===== src/rtl/lcd_scan_pkg.sv =====
package lcd_scan_pkg;
    localparam int SCAN_LINES = 32;
    localparam int LINE_W     = $clog2(SCAN_LINES);

    typedef logic [LINE_W-1:0] line_t;

    typedef struct packed {
        line_t line;     // current common line
        logic  fr;       // frame polarity
        logic  fr_seen;  // last sampled external frame level
        logic  stb;      // latch strobe
    } ctr_state_t;
endpackage


===== src/rtl/scan_line_ctr.sv =====
module scan_line_ctr
    import lcd_scan_pkg::*;
(
    input  logic  clk,
    input  logic  rst_n,
    input  logic  line_step,
    input  logic  duty_full,
    input  logic  psave,
    input  logic  slave_mode,
    input  logic  fr_in,
    output line_t line,
    output logic  fr,
    output logic  stb
);
    localparam line_t LIM_FULL = line_t'(SCAN_LINES - 1);
    localparam line_t LIM_HALF = line_t'(SCAN_LINES / 2 - 1);

    ctr_state_t st_d, st_q;
    line_t      lim;
    logic       advance;
    logic       fr_edge;

    always_comb begin
        lim     = duty_full ? LIM_FULL : LIM_HALF;
        advance = line_step && !psave;
        fr_edge = slave_mode && (fr_in != st_q.fr_seen);

        st_d         = st_q;
        st_d.fr_seen = fr_in;
        st_d.stb     = advance;

        if (advance) begin
            if (st_q.line >= lim) begin
                st_d.line = '0;
                if (!slave_mode) begin
                    st_d.fr = ~st_q.fr;
                end
            end else begin
                st_d.line = st_q.line + line_t'(1);
            end
        end

        if (slave_mode) begin
            st_d.fr = fr_in;
        end
        if (fr_edge) begin
            st_d.line = '0;
        end
    end

    always_ff @(posedge clk or negedge rst_n) begin
        if (!rst_n) begin
            st_q <= '0;
        end else begin
            st_q <= st_d;
        end
    end

    assign line = st_q.line;
    assign fr   = st_q.fr;
    assign stb  = st_q.stb;
endmodule


===== src/rtl/scan_row_map.sv =====
module scan_row_map
    import lcd_scan_pkg::*;
(
    input  line_t line,
    input  line_t start_line,
    output line_t ram_row
);
    line_t row_d;

    always_comb begin
        row_d = line + start_line;   // wraps modulo SCAN_LINES
    end

    assign ram_row = row_d;
endmodule


===== src/rtl/scan_com_drv.sv =====
module scan_com_drv
    import lcd_scan_pkg::*;
#(
    parameter int NCOM = 16
) (
    input  line_t           line,
    input  logic            disp_on,
    input  logic            static_drv,
    output logic [NCOM-1:0] com_out
);
    for (genvar i = 0; i < NCOM; i++) begin : g_com
        assign com_out[i] = disp_on && (static_drv || (line == line_t'(i)));
    end
endmodule


===== src/rtl/scan_seg_path.sv =====
module scan_seg_path #(
    parameter int NSEG = 61
) (
    input  logic            clk,
    input  logic            rst_n,
    input  logic            latch_en,
    input  logic [NSEG-1:0] seg_in,
    input  logic            disp_on,
    input  logic            static_drv,
    input  logic            reverse,
    output logic [NSEG-1:0] seg_out
);
    logic [NSEG-1:0] seg_d, seg_q;
    logic [NSEG-1:0] seg_mirror;

    always_comb begin
        seg_d = latch_en ? seg_in : seg_q;
    end

    always_ff @(posedge clk or negedge rst_n) begin
        if (!rst_n) begin
            seg_q <= '0;
        end else begin
            seg_q <= seg_d;
        end
    end

    for (genvar i = 0; i < NSEG; i++) begin : g_mirror
        assign seg_mirror[i] = seg_q[NSEG-1-i];
    end

    always_comb begin
        if (!disp_on) begin
            seg_out = '0;
        end else if (static_drv) begin
            seg_out = '1;
        end else if (reverse) begin
            seg_out = seg_mirror;
        end else begin
            seg_out = seg_q;
        end
    end
endmodule


===== src/rtl/lcd_scan_timing.sv =====
module lcd_scan_timing
    import lcd_scan_pkg::*;
#(
    parameter int NCOM = 16,
    parameter int NSEG = 61
) (
    input  logic              clk,
    input  logic              rst_n,
    input  logic              line_step,
    input  logic              duty_full,
    input  logic [LINE_W-1:0] start_line,
    input  logic              disp_on,
    input  logic              static_drv,
    input  logic              col_reverse,
    input  logic              slave_mode,
    input  logic              fr_in,
    input  logic [NSEG-1:0]   seg_data_in,
    output logic [LINE_W-1:0] com_idx,
    output logic [LINE_W-1:0] ram_row,
    output logic              latch_stb,
    output logic              fr_out,
    output logic [NCOM-1:0]   com_out,
    output logic [NSEG-1:0]   seg_out
);
    logic  psave;
    line_t line_w;
    logic  stb_w;

    assign psave = !disp_on && static_drv;

    scan_line_ctr u_ctr (
        .clk        (clk),
        .rst_n      (rst_n),
        .line_step  (line_step),
        .duty_full  (duty_full),
        .psave      (psave),
        .slave_mode (slave_mode),
        .fr_in      (fr_in),
        .line       (line_w),
        .fr         (fr_out),
        .stb        (stb_w)
    );

    scan_row_map u_map (
        .line       (line_w),
        .start_line (start_line),
        .ram_row    (ram_row)
    );

    scan_com_drv #(.NCOM(NCOM)) u_com (
        .line       (line_w),
        .disp_on    (disp_on),
        .static_drv (static_drv),
        .com_out    (com_out)
    );

    scan_seg_path #(.NSEG(NSEG)) u_seg (
        .clk        (clk),
        .rst_n      (rst_n),
        .latch_en   (stb_w),
        .seg_in     (seg_data_in),
        .disp_on    (disp_on),
        .static_drv (static_drv),
        .reverse    (col_reverse),
        .seg_out    (seg_out)
    );

    assign com_idx   = line_w;
    assign latch_stb = stb_w;
endmodule


===== config.mk =====
export PLATFORM = sky130hd
export DESIGN_NAME = lcd_scan_timing
export DESIGN_NICKNAME = d
export VERILOG_FILES = /design/src/rtl/lcd_scan_pkg.sv /design/src/rtl/scan_line_ctr.sv /design/src/rtl/scan_row_map.sv /design/src/rtl/scan_com_drv.sv /design/src/rtl/scan_seg_path.sv /design/src/rtl/lcd_scan_timing.sv
export SDC_FILE = /design/constraint.sdc
export NUM_CORES = 1
export LEC_CHECK = 0
export ABC_AREA = 1
export CAP_MARGIN = 15
export CORE_ASPECT_RATIO = 1.75
export CORE_UTILIZATION = 40
export DETAILED_ROUTE_END_ITERATION = 8
export GPL_TIMING_DRIVEN = 0
export PLACE_DENSITY_LB_ADDON = 0.3
export SLEW_MARGIN = 20
export SYNTH_ARGS = -nofsm -noshare
export SYNTH_HDL_FRONTEND = slang
export SYNTH_SLANG_ARGS = --single-unit

===== constraint.sdc =====
create_clock -name clk -period 2.9 [get_ports clk]
set_clock_uncertainty 0.05 [all_clocks]
set_input_delay 0.87 -clock clk [delete_from_list [all_inputs] [get_ports clk]]
set_output_delay 0.87 -clock clk [all_outputs]
set_load 0.01 [all_outputs]

* Yosys cells after proc, flatten, opt, wreduce, memory -nomap -nowiden
Index checks and enable logic that the tools add are counted.
Storage, ports and cells: register bits after elaboration 69, bits of input ports 75, output and inout port bits 89, logic and storage cells 77
Operators by class: $add $sub $neg 2, order comparisons 1, equal/unequal tests 16, muxes and demuxes 10, bitwise gates (word level) 1, reduce and logical (&&, ||, !) cells 42
Operators with widths (count):
- 61-bit 2-to-1 mux | 3
- 5-bit by 4-bit equality test with 1-bit output, second input constant | 8
- 5-bit by 3-bit equality test with 1-bit output, second input constant | 4
- 1-bit logical AND | 19
- 1-bit logical OR | 16
- 5-bit 2-to-1 mux | 3
- 5-bit by 2-bit equality test with 1-bit output, second input constant | 2
- 6-bit 2-to-1 mux | 1
- 2-bit nonzero test | 3
- 5-bit by 1-bit adder with 5-bit output, second input constant | 1
- 5-bit adder | 1
- 5-bit by 1-bit equality test with 1-bit output, second input constant | 1
- 5-bit >= comparator | 1
- 5-bit zero test | 1
- 1-bit 2-to-1 mux | 3
- 1-bit zero test | 2
- 2-bit AND reduction | 1
- 1-bit inequality test | 1
- 1-bit NOT | 1

* Logic depth before layout (Yosys ltp)
word-level depth 6, depth in mapped cells 9, gate-level depth less buffers 9

* By module
A second synthesis with hierarchy kept.
Second synthesis, totals: cells, all modules 744, area, all modules 4717.0 µm²
Modules (own cells, without submodules):
- scan_seg_path | instances 1, cells each 586, area an instance 3761.1 µm², sequential area each 1526.5 µm²
- scan_line_ctr | instances 1, cells each 71, area an instance 501.7 µm², sequential area each 200.2 µm²
- scan_com_drv | instances 1, cells each 52, area an instance 254.0 µm², sequential area each 0.0 µm²
- scan_row_map | instances 1, cells each 33, area an instance 190.2 µm², sequential area each 0.0 µm²
- lcd_scan_timing | instances 1, cells each 2, area an instance 10.0 µm², sequential area each 0.0 µm²

* Least setup slack after synthesis
No wires, ideal clock.
path type in2out, start point input port start_line[0], end point output port ram_row[4], arrival 1.892 ns, required time 1.980 ns, path slack 0.088 ns, stages on the path 5, buffers on the path 0, cell sequence ha_1 -> inv_1 -> fa_1 -> o21ai_0 -> xor2_1
On the way: cells in the longest elaborated chain, start to end 1
RTL lines:
- start: declaration | RTL line lcd_scan_timing.sv:11 | input logic [LINE_W-1:0] start_line,
- 5-bit adder | RTL line scan_row_map.sv:11 | row_d = line + start_line;
- end: declaration | RTL line lcd_scan_timing.sv:19 | output logic [LINE_W-1:0] ram_row,
No other way between the ends.

* Worst setup path after layout
start point register u_ctr.st_q, in the netlist u_ctr.line[0], end point output port ram_row[4]
On the way: cells in the longest elaborated chain, start to end 1
RTL lines:
- start: declaration | RTL line scan_line_ctr.sv:18 | ctr_state_t st_d, st_q;
- start signal: assignment | RTL line scan_line_ctr.sv:55 | st_q <= st_d;
- 5-bit adder | RTL line scan_row_map.sv:11
No other way between the ends.

==> metrics.txt <==
# TYPE chip_impl_metric gauge
chip_impl_metric{name="track_usage",unit="%"} 25.92
chip_impl_metric{name="ctsHtreeMaxLevel",unit=""} 3
chip_impl_metric{name="grt_first_pass_wirelength",unit="µm"} 21570
chip_impl_metric{name="first_pass_iters",unit=""} 4
chip_impl_metric{name="drc_errors",unit=""} 0
chip_impl_metric{name="floorplan.rows",unit=""} 49
chip_impl_metric{name="timing.final.crit_period",unit="ns"} 2.858
chip_impl_metric{name="vias",unit=""} 4297
chip_impl_metric{name="ioPinCount",unit=""} 164
chip_impl_metric{name="detail_route.iter0.violations",unit=""} 186
chip_impl_metric{name="detailedPlace.worstSlack",unit="ns"} -1.010
chip_impl_metric{name="totalPowerFinal",unit="mW"} 3.303
chip_impl_metric{name="detail_route.wirelength.met1",unit="µm"} 4809
chip_impl_metric{name="final.hold.worst_slack",unit="ns"} 0.3753
chip_impl_metric{name="mappedNetlistNets",unit=""} 572
chip_impl_metric{name="slew_violations",unit=""} 0
chip_impl_metric{name="synth.avg_cell_area",unit="µm²"} 8.761
chip_impl_info{name="synth_top_flop_cell",value="dfrtp_1"} 1
chip_impl_metric{name="io_buffer_count",unit=""} 161
chip_impl_metric{name="leakage",unit="nW"} 2.986
chip_impl_metric{name="ys_types",unit=""} 24
chip_impl_metric{name="start_util",unit="%"} 41.34
chip_impl_metric{name="cp.arrival",unit="ns"} 1.94
chip_impl_metric{name="r2r_setup_slack",unit="ns"} 1.37
chip_impl_metric{name="fmax",unit="GHz"} 0.3499
chip_impl_metric{name="grt_max_degree",unit=""} 51
chip_impl_metric{name="final_layout_size_suffix_gt1_share",unit="%"} 25.93
chip_impl_info{name="worst-setup-path-type",value="reg2out"} 1
chip_impl_info{name="clk_root_buffer_cell",value="clkbuf_16"} 1
chip_impl_metric{name="dr_wl_met3",unit="µm"} 878
chip_impl_metric{name="place.detailed.hpwl",unit="µm"} 10580
chip_impl_metric{name="final.setup.worst_slack",unit="ns"} 0.04191
chip_impl_metric{name="detailed_place.area",unit="µm²"} 6053
chip_impl_metric{name="period_utilisation_layout",unit="%"} 98.55
chip_impl_metric{name="setup_viol",unit=""} 0
chip_impl_metric{name="routedWlPerCell",unit="µm"} 17.67
chip_impl_metric{name="cellPowerDensity",unit="nW/µm²"} 514.1
chip_impl_metric{name="area_delta_synth_final",unit="%"} 50.87
chip_impl_metric{name="clock_path_buffers",unit=""} 2
chip_impl_metric{name="number_of_global_route_vias_before_repair",unit=""} 4374
chip_impl_metric{name="nNetsFinal",unit=""} 752
chip_impl_info{name="status",value="finished clean"} 1
chip_impl_metric{name="grt-ovfl-total",unit=""} 0
chip_impl_metric{name="gp_routability_congestion",unit=""} 0.8834
chip_impl_metric{name="cap_violations",unit=""} 0
chip_impl_metric{name="synth.yosys.warnings",unit=""} 0
chip_impl_metric{name="synth_async_reset_ratio",unit="%"} 100.0
chip_impl_metric{name="die_area",unit="µm²"} 11080
chip_impl_metric{name="worst-slew-pin-transition",unit="ns"} 0.2961
chip_impl_metric{name="maxSlewHeadroom",unit="%"} 80.26
chip_impl_metric{name="number_of_antenna_violations_at_the_first_check_in_global_routing",unit=""} 0
chip_impl_metric{name="tritoncts.num_buffers",unit=""} 9
chip_impl_metric{name="timing.critical_path.fanout_max",unit=""} 5
chip_impl_metric{name="ant_nets",unit=""} 0
chip_impl_metric{name="postRouteWirelength",unit="µm"} 14100
chip_impl_info{name="endpoint_kind",value="output pin"} 1
chip_impl_metric{name="die_x",unit="µm"} 79.99
chip_impl_metric{name="hold_violations",unit=""} 0
chip_impl_metric{name="wl_met2",unit="µm"} 7756
chip_impl_metric{name="final_area",unit="µm²"} 6424
chip_impl_metric{name="synth_enable_flop_cells",unit=""} 0
chip_impl_metric{name="synth_cells",unit=""} 486
chip_impl_metric{name="core_region_area",unit="µm²"} 10300
chip_impl_metric{name="required_worst_endpoint",unit="ns"} 1.98
chip_impl_metric{name="yosys_register_bits",unit=""} 69
chip_impl_metric{name="synth_sequential_area_ratio",unit="%"} 40.55
chip_impl_metric{name="power.ir.vdd_worst",unit="µV"} 326.5
chip_impl_info{name="min_path_type",value="in2async"} 1
chip_impl_metric{name="route.detailed.vias_per_inst",unit=""} 5.385
chip_impl_metric{name="cts.clk_slew.worst_paths",unit="ns"} 0.06
chip_impl_metric{name="cts_hold_buffers",unit=""} 0
chip_impl_info{name="crit_path_start_kind",value="flip-flop"} 1
chip_impl_metric{name="num_antenna_cells",unit=""} 0
chip_impl_info{name="tritoncts",value="done"} 1
chip_impl_metric{name="fp.dieH",unit="µm"} 138.5
chip_impl_info{name="grt_setup_unrepaired",value="no"} 1
chip_impl_metric{name="worstSkewPairLatency",unit="ns"} 0.32
chip_impl_metric{name="numClockSinks",unit=""} 69
chip_impl_metric{name="syn-cell-area",unit="µm²"} 4258
chip_impl_metric{name="post-route-util",unit="%"} 62.37
chip_impl_info{name="dr.max_layer_used",value="met4"} 1
## synthesized netlist by cell type, types with 4 or more instances
library cell	number	area, µm²
buf_6	11	123.9
a21oi_1	138	690.7
dfrtp_1	69	1727
nor2_1	14	52.55
ha_1	10	125.1
nand2_1	98	367.9
clkbuf_1	4	15.01
buf_2	17	85.08
nand3_1	8	40.04
inv_2	5	18.77
inv_1	20	75.07
buf_4	12	90.09
mux2_2	60	675.7
## metal layers
metal | vias to the layer above | GRT usage (%)
li1 | 1996 | -
met1 | 2059 | 25.81
met2 | 199 | 47.23
met3 | 43 | 5.545
met4 | 0 | 15.79
met5 | - | 0
## cell families after synthesis
group | count (synthesis) | share of synthesized area (%)
AO/OA/AOI/OAI | 142 | 16.96
XOR/XNOR | 5 | 1.029
adder cells (fa/ha/maj) | 11 | 3.409
buffers and inverters | 70 | 9.727
flip-flops | 69 | 40.55
multiplexers | 60 | 15.87
AND/OR/NAND/NOR | 129 | 12.46
## sequential cells by signal, indices dropped and copies added, names as in the netlist
signal / flops
u_ctr.fr: 1
u_ctr.stb: 1
u_ctr.st_q: 1
u_ctr.line: 5
u_seg.seg_q: 61
## repair_timing
action | 4_1_cts | 5_1_grt
setup buffers | 5 | 2
resized for setup | 143 | 12
endpoints found under the hold margin | 0 | 0
pin swaps | 3 | 7
setup endpoints to repair | 82 | 14
## placed cells by master, fill, tap and decap left out, drive strengths merged, types with 2 or more instances in the layout
master / count
nand3: 9
dlygate4sd2: 68
mux2: 60
inv: 26
a21oi: 138
nand2: 101
nand4: 3
xor2: 3
nor2: 15
clkinv: 2
xnor2: 2
dfrtp: 69
ha: 10
clkbuf: 17
clkdlybuf4s50: 74
clkdlybuf4s15: 12
o21ai: 4
buf: 53
## final timing paths
check                                    from              end  cells after the start
worst max-delay path            u_ctr.line[0]       ram_row[4]                      7
worst min-delay path                    rst_n  u_seg.seg_q[31]                      1
worst max register to register  u_ctr.line[4]    u_ctr.line[4]                      6
worst min register to register       u_ctr.fr         u_ctr.fr                      2
max in group asynchronous               rst_n    u_ctr.line[0]                      2
min in group clk                     u_ctr.fr         u_ctr.fr                      2
## cell type report
type,count,area [µm²]
fillers,943,3876
multi-input cells,347,2202
flip-flops and latches,69,1729
repair buffers,169,1602
plain buffers,44,337.8
clock buffers,12,246.5
well taps,127,158.9
inverters,26,100.1
clock inverters,4,47.55
## through the flow
step / instances / setup TNS [ns]
2_1_floorplan: 486 / 0
3_3_place_gp: 774 / -142.29
3_5_place_dp: 775 / -45.43
4_1_cts: 796 / -0.2170
5_1_grt: 798 / 0
6_report: 798 / 0
## power by group
part	total [mW]	leakage (nW)	switching (mW)	internal [mW]
clock network	1.08	0.143	0.395	0.686
registers	1.21	0.816	0.113	1.09
logic	1.02	2.03	0.488	0.527
## critical path, stage by stage (launching register included)
cell,delay (ns)
dfrtp_2,0.43
buf_4,0.17
ha_4,0.14
inv_2,0.03
fa_2,0.36
o21ai_2,0.17
xor2_1,0.16
buf_2,0.16
No activity file was read; power rests on OpenSTA's default activity.
